[config.mk]
export PLATFORM = sky130hd
export DESIGN_NAME = periodic_pulse_gen
export DESIGN_NICKNAME = d
export VERILOG_FILES = /design/src/rtl/ppg_pkg.sv /design/src/rtl/ppg_down_counter.sv /design/src/rtl/ppg_shaper.sv /design/src/rtl/periodic_pulse_gen.sv
export SDC_FILE = /design/constraint.sdc
export NUM_CORES = 1
export LEC_CHECK = 0
export BUFFER_PORTS_ARGS = -buffer_cell sky130_fd_sc_hd__buf_2
export CORE_MARGIN = 4
export CORE_UTILIZATION = 45
export CTS_BUF_LIST = sky130_fd_sc_hd__clkbuf_16
export DETAILED_ROUTE_END_ITERATION = 6
export PLACE_DENSITY = 0.66
export SLEW_MARGIN = 20
export SYNTH_ARGS = -nofsm -noshare
export SYNTH_HDL_FRONTEND = slang
export SYNTH_SLANG_ARGS = --single-unit
[constraint.sdc]
create_clock -name clk -period 3.6 [get_ports clk]
set_input_delay 0.36 -clock clk [delete_from_list [all_inputs] [get_ports clk]]
set_output_delay 0.36 -clock clk [all_outputs]
set_load 0.1 [all_outputs]
[src/rtl/ppg_pkg.sv]
package ppg_pkg;
  // Per-channel status leaving the counter stage.
  typedef struct packed {
    logic armed;
    logic fire;
  } ctr_stat_t;

  // Per-channel registered outputs of the shaping stage.
  typedef struct packed {
    logic pulse;
    logic evt;
  } chan_out_t;
endpackage

[src/rtl/ppg_down_counter.sv]
module ppg_down_counter
  import ppg_pkg::*;
#(
  parameter int IW = 32,
  parameter int SW = 8
) (
  input  logic          clk,
  input  logic          rst,
  input  logic          en,
  input  logic          tick,
  input  logic [SW-1:0] step,
  input  logic [IW-1:0] reload_val,
  output ctr_stat_t     stat
);
  localparam int XW = (IW > SW) ? IW : SW;

  logic [IW-1:0] remain;
  logic          armed;
  logic [XW-1:0] remain_x, step_x;
  logic          underflow;

  assign remain_x  = XW'(remain);
  assign step_x    = XW'(step);
  assign underflow = remain_x < step_x;

  assign stat.fire  = en & armed & tick & underflow;
  assign stat.armed = armed;

  always_ff @(posedge clk) begin
    if (rst) begin
      remain <= '0;
      armed  <= 1'b0;
    end else if (!en) begin
      armed <= 1'b0;
    end else if (!armed) begin
      remain <= reload_val;
      armed  <= 1'b1;
    end else if (tick) begin
      if (underflow) remain <= reload_val;
      else           remain <= IW'(remain_x - step_x);
    end
  end
endmodule

[src/rtl/ppg_shaper.sv]
module ppg_shaper
  import ppg_pkg::*;
(
  input  logic      clk,
  input  logic      rst,
  input  logic      en,
  input  ctr_stat_t stat,
  input  logic      oclk_stb,
  input  logic      clr,
  output chan_out_t out
);
  logic pend, pulse_q, evt_q;
  logic live;

  assign live      = en & stat.armed;
  assign out.pulse = pulse_q;
  assign out.evt   = evt_q;

  always_ff @(posedge clk) begin
    if (rst) begin
      pend    <= 1'b0;
      pulse_q <= 1'b0;
    end else if (!live) begin
      pend    <= 1'b0;
      pulse_q <= 1'b0;
    end else if (oclk_stb) begin
      pulse_q <= pend | stat.fire;
      pend    <= 1'b0;
    end else begin
      pend <= pend | stat.fire;
    end
  end

  always_ff @(posedge clk) begin
    if (rst)            evt_q <= 1'b0;
    else if (stat.fire) evt_q <= 1'b1;
    else if (clr)       evt_q <= 1'b0;
  end
endmodule

[src/rtl/periodic_pulse_gen.sv]
module periodic_pulse_gen
  import ppg_pkg::*;
#(
  parameter int NCH = 2,
  parameter int IW  = 32,
  parameter int SW  = 8
) (
  input  logic                    clk,
  input  logic                    rst,
  input  logic                    tick,
  input  logic [SW-1:0]           tick_ns,
  input  logic                    oclk_stb,
  input  logic [NCH-1:0][IW-1:0]  interval,
  input  logic [NCH-1:0]          enable,
  input  logic [NCH-1:0]          evt_clr,
  output logic [NCH-1:0]          pulse_o,
  output logic [NCH-1:0]          evt_o
);
  for (genvar g = 0; g < NCH; g++) begin : g_chan
    ctr_stat_t stat;
    chan_out_t cout;

    ppg_down_counter #(.IW(IW), .SW(SW)) u_cnt (
      .clk        (clk),
      .rst        (rst),
      .en         (enable[g]),
      .tick       (tick),
      .step       (tick_ns),
      .reload_val (interval[g]),
      .stat       (stat)
    );

    ppg_shaper u_shp (
      .clk      (clk),
      .rst      (rst),
      .en       (enable[g]),
      .stat     (stat),
      .oclk_stb (oclk_stb),
      .clr      (evt_clr[g]),
      .out      (cout)
    );

    assign pulse_o[g] = cout.pulse;
    assign evt_o[g]   = cout.evt;
  end
endmodule

==> results of run 1 <==
[worst register-to-register path, stage by stage (launching register included)]
cell      delay, ns
dfxtp_1        0.29
inv_1          0.06
ha_1           0.20
fa_1           0.23
nor2b_1        0.07
o31ai_1        0.52
a211oi_4       0.24
o21ai_4        0.69
nand2_1        0.31
a32oi_1        0.27
nor2_1         0.06
[registers in the layout, summed over array words and instances, names as in the netlist]
register / cells
g_chan.u_cnt.remain: 64
g_chan.u_shp.pend: 2
g_chan.u_shp.evt_q: 2
g_chan.u_shp.pulse_q: 2
g_chan.u_cnt.armed: 2
[report_power, final]
part | switching (mW) | internal (mW) | total [mW] | leakage [nW]
sequential | 0.0604 | 0.858 | 0.918 | 0.593
clock | 0.364 | 0.672 | 1.04 | 0.169
combinational | 0.453 | 0.299 | 0.752 | 1.58
[cell usage in the layout (no fill, tap or decap), drive strengths merged, types with 9 or more instances in the layout]
cell type	count
nor2	59
o21ai	60
ha	16
clkbuf	9
dfxtp	72
nand2b	11
buf	96
a211oi	20
nor3	37
nand2	56
nor4	14
or3	10
a21o	9
nand3	19
a31oi	21
a21oi	68
inv	23
[worst max path at each step]
stage                                         endpoint  cells past startpoint                                   start
2_1_floorplan  g_chan[1].u_cnt.remain[30]$_SDFFE_PP0P_                     10                              tick_ns[0]
3_3_place_gp   g_chan[1].u_cnt.remain[17]$_SDFFE_PP0P_                     11                              tick_ns[0]
3_5_place_dp   g_chan[1].u_cnt.remain[17]$_SDFFE_PP0P_                     11                              tick_ns[0]
4_1_cts        g_chan[1].u_cnt.remain[22]$_SDFFE_PP0P_                     10  g_chan[1].u_cnt.remain[0]$_SDFFE_PP0P_
5_1_grt        g_chan[1].u_cnt.remain[13]$_SDFFE_PP0P_                     11  g_chan[1].u_cnt.remain[0]$_SDFFE_PP0P_
6_report       g_chan[1].u_cnt.remain[22]$_SDFFE_PP0P_                     10  g_chan[1].u_cnt.remain[0]$_SDFFE_PP0P_
[kinds of logic (layout without fill, tap and decap cells)]
group | count (synthesis) | in the layout | share of synthesized area [%]
AND/OR/NAND/NOR | 253 | 253 | 28.2
AO/OA/AOI/OAI | 237 | 237 | 30.5
flip-flops | 72 | 72 | 28.3
buffers and inverters | 59 | 135 | 6.44
adder cells (fa/ha/maj) | 18 | 18 | 4.72
XOR/XNOR | 5 | 5 | 0.860
multiplexers | 5 | 5 | 1.01
[through the flow]
stage	total power [mW]	hold slack (ns)	instance area [µm²]	std cells
after global placement	1.66	0.442	5550	849
after CTS	2.72	0.251	5890	865
final	2.71	0.264	5890	865
after floorplan	1.49	0.430	5090	649
after global routing	2.84	0.262	5890	865
after detailed placement	1.67	0.465	5550	849
[final cells by class]
cell class | instances | area (µm²) | area share [%]
inverters | 23 | 86.3 | 1.47
clock buffers | 9 | 225 | 3.82
well taps | 140 | 175 | 2.97
multi-input cells | 518 | 3340 | 56.7
repair buffers | 96 | 513 | 8.71
flip-flops and latches | 72 | 1440 | 24.5
clock inverters | 7 | 110 | 1.87
[layer usage]
| metal | routed length (µm) | vias up | share of wire (%) |
|---|---|---|---|
| met5 | 0 | - | 0 |
| met4 | 212 | 0 | 1.4 |
| met3 | 1030 | 20 | 6.9 |
| met2 | 7400 | 180 | 49 |
| met1 | 6340 | 2414 | 42 |
| li1 | - | 2568 | - |
==> Implementation_results.wiki, run 1 <==
{| class="wikitable"
! Metric !! Value
|-
| Top post-synthesis cells by area || dfxtp_1 28%, a21oi_1 6.6%, o21ai_0 4.9%, nand2_1 4.1%, ha_1 3.9%
|-
| GR Layer Usage met2 || around two fifths
|-
| Half-perimeter wire length after placement || between 10000 and 15000 µm
|-
| Number of distinct library cells after synthesis || 85
|-
| Final GP Congestion || 0.907
|-
| Number of vias per cell || around 6
|-
| Cell Chain, Critical Path || inv_1 -> ha_1 -> fa_1 -> nor2b_1 -> o31ai_1 -> a211oi_4 -> o21ai_4 -> nand2_1 -> a32oi_1 -> nor2_1
|-
| Hold worst-path end || g_chan[0].u_cnt.remain[8]$_SDFFE_PP0P_
|-
| Global-route usage over all layers || between 20% and 30%
|-
| Detailed-route via count || ~5200
|-
| Flop and latch count out of synthesis || between 70 and 80
|-
| Met1 usage || 27.5%
|-
| WP buf/inv || 1
|-
| Antenna violations before repair || 0
|-
| Number of design-rule violations left by the first detailed-router iteration || 347
|-
| Port-buffer cells || between 80 and 90
|-
| Worst Setup Path Type || flip-flop to flip-flop
|-
| Required time at the endpoint of the critical path || 3.81 ns
|-
| Launch point of the worst hold path || interval[8]
|-
| Worst Setup Start Kind || flip-flop
|-
| Primary FF master, synth || dfxtp_1
|-
| Horizontal die dimension || between 100 and 150 µm
|-
| Number of instances in the synthesized netlist || roughly 650
|-
| Max-cap check violation count || 0
|-
| Number of cells traversed by the worst register-to-register path || 10
|-
| Longest Clk Path Bufs || 2
|-
| Worst Setup End Kind || flip-flop
|-
| Resized Gates After CTS || 0
|-
| Count of synthesis-stage warnings from yosys || 0
|-
| RSZ-0062 raised after global routing || false
|-
| Number of ports placed on the die boundary || 84
|-
| Final-report max-slew violation count || 0
|-
| Post-layout nets || 818
|-
| Clock tree from TritonCTS || built
|-
| Number of core rows || 38
|-
| Remaining DRCs || 0
|-
| Met3 usage in global routing || ~6.4%
|-
| Fin. Hold Viols || 0
|-
| Clock network latency to the later pin of the worst-skew pair || between 0.3 and 0.4 ns
|-
| Worst Clk Skew || 0.00687 ns
|-
| Area of the placeable core || between 0.01 and 0.015 mm²
|-
| Sequential-to-total area share from yosys stat || 28.3%
|-
| Final standard cell utilization of the core || between 50% and 60%
|-
| Final routed wire length divided by cell count || around 17 µm
|-
| R2r endpoint || g_chan[1].u_cnt.remain[22]$_SDFFE_PP0P_
|-
| Power density cells || 460 mW/mm²
|-
| Fraction of layout instances using a drive strength above 1 || 22.2%
|-
| Die height || about 110 µm
|-
| Total grt overflow || 0
|-
| Global routing's busiest layer || met2
|-
| Syn nets || ~750
|-
| Most frequently used cell type in the post-synthesis netlist || dfxtp_1
|-
| Run status || finished clean
|-
| Top-area cell type share of the netlist area || about 28%
|-
| CTS clk-pin slew, worst paths || 0.06 ns
|-
| Worst-path maximum fanout || 32
|-
| Total die area || 0.0131 mm²
|-
| Root buffer selected by CTS || clkbuf_16
|-
| Count of final setup violators || 0
|-
| Arrival @ worst endpoint || 3.29 ns
|-
| Antenna viol nets, final || 0
|-
| Ys async rst share || 0%
|-
| Worst Tran Pin Value || roughly 0.86 ns
|-
| Area growth from synthesis to layout || 15.7%
|-
| TritonCTS buffer count || 9
|-
| Total wirelength of the detailed-routed design || 15000 µm
|-
| Rel. slew slack || between 40% and 50%
|-
| Count of flip-flops with a built-in enable after synthesis || 0
|-
| Min-delay worst type || input port to flip-flop
|-
| Aggregate negative setup slack || 0 ns
|-
| Top cell types by occurrence after synthesis || 72 x dfxtp_1, 67 x a21oi_1, 55 x nand2_1
|-
| Setup ws final || 0.519 ns
|-
| Average instance area after synthesis || roughly 7.8 µm²
|-
| Number of H-tree levels || 3
|-
| Static leakage || 2.34 nW
|-
| Final clock period utilization by the worst path || about 86%
|-
| Post-synthesis cell area || just over 0.005 mm²
|-
| Clock tree sinks || roughly 70
|-
| Post-cts hold buffer count || 0
|-
| Max stage delay on crit path || between 0.6 and 0.7 ns
|-
| Worst setup slack for register-to-register paths || 0.52 ns
|-
| Critical Path Slowest Stage Cell || o21ai_4
|-
| Startpoint of the lowest-slack register-to-register path || g_chan[1].u_cnt.remain[0]$_SDFFE_PP0P_
|-
| Number of post-CTS setup repair buffers || 0
|-
| Family with the most delay on the worst path || compound AO/OA/AOI/OAI gates
|-
| Detailed-routing iteration count for the pre-antenna-repair pass || 5
|-
| Worst vdd ir || 421 µV
|-
| First-pass GRT wire length || between 20000 and 25000 µm
|-
| Number of diodes added for antenna fixing || 0
|-
| Worst slack after detailed placement || approximately 0.44 ns
|-
| Tmin final || 3.08 ns
|-
| Starting density of the core || between 40 and 50%
|-
| Largest net degree at the start of global routing || 50
|-
| Post-synth top area cell || dfxtp_1
|-
| Worst Hold Depth || 3
|-
| Fill count || approximately 1100
|-
| Via count of the first global-routing pass || 5176
|-
| Max Clk Rate || roughly 320 MHz
|}
Note: power is estimated with default switching activity, not from simulation.
==> run 2: changes to the inputs <==
--- a/config.mk
+++ b/config.mk
@@ -14,4 +14,5 @@
 export SLEW_MARGIN = 20
 export SYNTH_ARGS = -nofsm -noshare
 export SYNTH_HDL_FRONTEND = slang
+export SYNTH_HIERARCHICAL = 1
 export SYNTH_SLANG_ARGS = --single-unit
==> Implementation_results.wiki, run 2 <==
{| class="wikitable"
! Metric !! Value
|-
| Count of flip-flops with a built-in enable after synthesis || 0
|-
| Xor/xnor share of the synthesized area || 1.36%
|-
| Syn nets || 759
|-
| Number of design-rule violations left by the first detailed-router iteration || 461
|-
| Top cell types by occurrence after synthesis || 72 x dfxtp_1, 69 x nand2_1, 38 x nor2_1
|-
| Via count of the first global-routing pass || 5128
|-
| Top-area cell type share of the netlist area || between 20% and 30%
|-
| Number of ports placed on the die boundary || 84
|-
| Mux cell area share after synthesis || under 10%
|-
| Worst-path maximum fanout || 22
|-
| Antenna violations before repair || 0
|-
| Number of distinct library cells after synthesis || 75
|-
| Resized Gates After CTS || 0
|-
| Worst Clk Skew || between 0.006 and 0.007 ns
|-
| Count of synthesis-stage warnings from yosys || 6
|-
| Aggregate negative setup slack || 0 ns
|-
| Primary FF master, synth || dfxtp_1
|-
| Most common cell after layout, fill and taps aside || buf_2
|-
| Final-report max-slew violation count || 0
|-
| Area growth from synthesis to layout || 14.4%
|-
| Clock network latency to the later pin of the worst-skew pair || 0.34 ns
|-
| Starting density of the core || between 40% and 50%
|-
| Post-layout nets || approximately 820
|-
| Post-synthesis compound-gate area fraction || ~28%
|-
| Power density cells || about 430 mW/mm²
|-
| Largest net degree at the start of global routing || 50
|-
| Placed inst area || approximately 0.0056 mm²
|-
| Number of instances in the synthesized netlist || 661
|-
| Fin. Hold Viols || 0
|-
| Fraction of layout instances using a drive strength above 1 || 19.5%
|-
| Number of post-CTS setup repair buffers || 0
|-
| Flop and latch count out of synthesis || 72
|-
| Worst Setup Start Kind || flip-flop
|-
| Register bank with the most flops || g_chan.u_cnt/remain
|-
| Half-perimeter wire length after placement || between 10000 and 15000 µm
|-
| Final standard cell utilization of the core || between 50 and 60%
|-
| Rel. slew slack || between 30% and 40%
|-
| Area of the placeable core || 0.0110 mm²
|-
| Setup ws final || about 0.60 ns
|-
| Clock tree sinks || 72
|-
| Longest Clk Path Bufs || 2
|-
| Arrival @ worst endpoint || between 3 and 4 ns
|-
| Worst Setup Path Type || flip-flop to flip-flop
|-
| Antenna viol nets, final || 0
|-
| Tmin final || between 2 and 3 ns
|-
| Final clock period utilization by the worst path || about 83%
|-
| Final GP Congestion || approximately 0.9
|-
| Post-synth top area cell || dfxtp_1
|-
| Total die area || 0.0132 mm²
|-
| CTS clk-pin slew, worst paths || about 0.060 ns
|-
| Run status || finished clean
|-
| Remaining DRCs || 0
|-
| Worst slack after detailed placement || between 0.6 and 0.7 ns
|-
| Detailed-routing iteration count for the pre-antenna-repair pass || 6
|-
| Worst vdd ir || around 320 µV
|-
| Post-synthesis cell area || 0.00515 mm²
|-
| Top library cells by usage in the layout, fill and taps aside || 83 x buf_2, 72 x dfxtp_1, 69 x nand2_1, 39 x inv_1, 38 x nor2_1
|-
| Average instance area after synthesis || about 8 µm²
|-
| Count of final setup violators || 0
|-
| Global-route usage over all layers || approximately 22%
|-
| Cell Chain, Critical Path || nor4_4 -> nand4_2 -> or3_4 -> o31ai_4 -> nand3_1 -> a41oi_1
|-
| Post-Layout Inst Area || 0.00589 mm²
|-
| Port-buffer cells || 83
|-
| Number of diodes added for antenna fixing || 0
|-
| Static leakage || 2.40 nW
|-
| Root buffer selected by CTS || clkbuf_16
|-
| Detailed-route via count || about 5400
|-
| Dominant combinational cell family by area after synthesis || simple AND/OR/NAND/NOR gates
|-
| TritonCTS buffer count || 9
|-
| Worst Tran Pin Value || just over 1 ns
|-
| Max Clk Rate || approximately 330 MHz
|-
| Max-cap check violation count || 0
|-
| Number of vias per cell || 6.17
|-
| Sequential-to-total area share from yosys stat || 28.0%
|-
| Synth Area in Adders || around 4.7%
|-
| Largest register FFs || between 60 and 70
|-
| Total wirelength of the detailed-routed design || about 15000 µm
|-
| Number of H-tree levels || 3
|-
| Worst Setup End Kind || flip-flop
|-
| Horizontal die dimension || approximately 110 µm
|-
| Min-delay worst type || input port to flip-flop
|-
| Top post-synthesis cells by area || dfxtp_1 28%, nand2_1 5.0%, a31oi_1 4.3%, ha_1 3.9%, a21oi_1 3.3%
|-
| Total grt overflow || 0
|-
| Most frequently used cell type in the post-synthesis netlist || dfxtp_1
|-
| Critical Path Slowest Stage Cell || o31ai_4
|-
| Family with the most delay on the worst path || simple AND/OR/NAND/NOR gates
|-
| Clock tree from TritonCTS || built
|-
| Post-cts hold buffer count || 0
|-
| Ys async rst share || 0%
|-
| Number of core rows || 38
|-
| Required time at the endpoint of the critical path || between 3 and 4 ns
|-
| Max stage delay on crit path || around 0.81 ns
|-
| Final routed wire length divided by cell count || about 17 µm
|-
| Die height || roughly 110 µm
|-
| RSZ-0062 raised after global routing || false
|-
| Synth Area in Simple Gates || between 20% and 30%
|-
| Worst slack on hold paths || about 0.28 ns
|-
| WP buf/inv || 0
|-
| First-pass GRT wire length || around 24000 µm
|}
[run 2: logic make-up after synthesis]
family                     count (synthesis)
adders and majority gates                 18
and+or+nand+nor                          270
AOI/OAI and AO/OA                        201
muxes                                      8
xor gates and xnor gates                   8
buffers and inverters                     84
DFF                                       72
[run 2: report_power, final]
part	internal [mW]	leakage (nW)	switching, mW
Clock	0.453	0.130	0.341
Sequential	0.870	0.593	0.0769
Combinational	0.320	1.67	0.483
Total	1.64	2.40	0.901
[run 2: through the flow]
step / power [mW] / instances
floorplan: 1.54 / 661
finish: 2.54 / 869
global route: 2.69 / 869
global placement: 1.74 / 853
detailed placement: 1.76 / 853
CTS: 2.55 / 869
[run 2: metal layers]
metal	GRT usage [%]	wire, µm	up-vias
met5	0	0	-
met4	7.90	270	0
met3	4.95	1180	22
met2	35.7	6640	205
met1	29.9	6500	2509
li1	-	-	2629
[run 2: area by class of cell]
cell class	count	area, µm²
Sequential cell	72	1440
Inverter	37	139
Multi-Input combinational cell	505	3350
Tap cell	140	175
Timing Repair Buffer	99	536
Clock buffer	9	225
Fill cell	1073	5140
Clock inverter	7	31.3
[run 2: path summary, 6_finish.rpt]
path                                           startpoint                                      end  slack, ns  cells past startpoint
hold reg to reg        g_chan[0].u_shp/evt_q$_SDFFE_PP0P_       g_chan[0].u_shp/evt_q$_SDFFE_PP0P_       0.47                      2
setup / recovery  g_chan[1].u_cnt/remain[10]$_SDFFE_PP0P_  g_chan[1].u_cnt/remain[15]$_SDFFE_PP0P_       0.60                      6
hold / removal                                interval[4]   g_chan[0].u_cnt/remain[4]$_SDFFE_PP0P_       0.28                      3
setup reg to reg  g_chan[1].u_cnt/remain[10]$_SDFFE_PP0P_  g_chan[1].u_cnt/remain[15]$_SDFFE_PP0P_       0.60                      6
[run 2: tightest hold or removal path: cells and delay by family]
kind	cells	cell delay [ns]
buf+inv	1	0.09
compound gates	1	0.07
simple gates	1	0.05
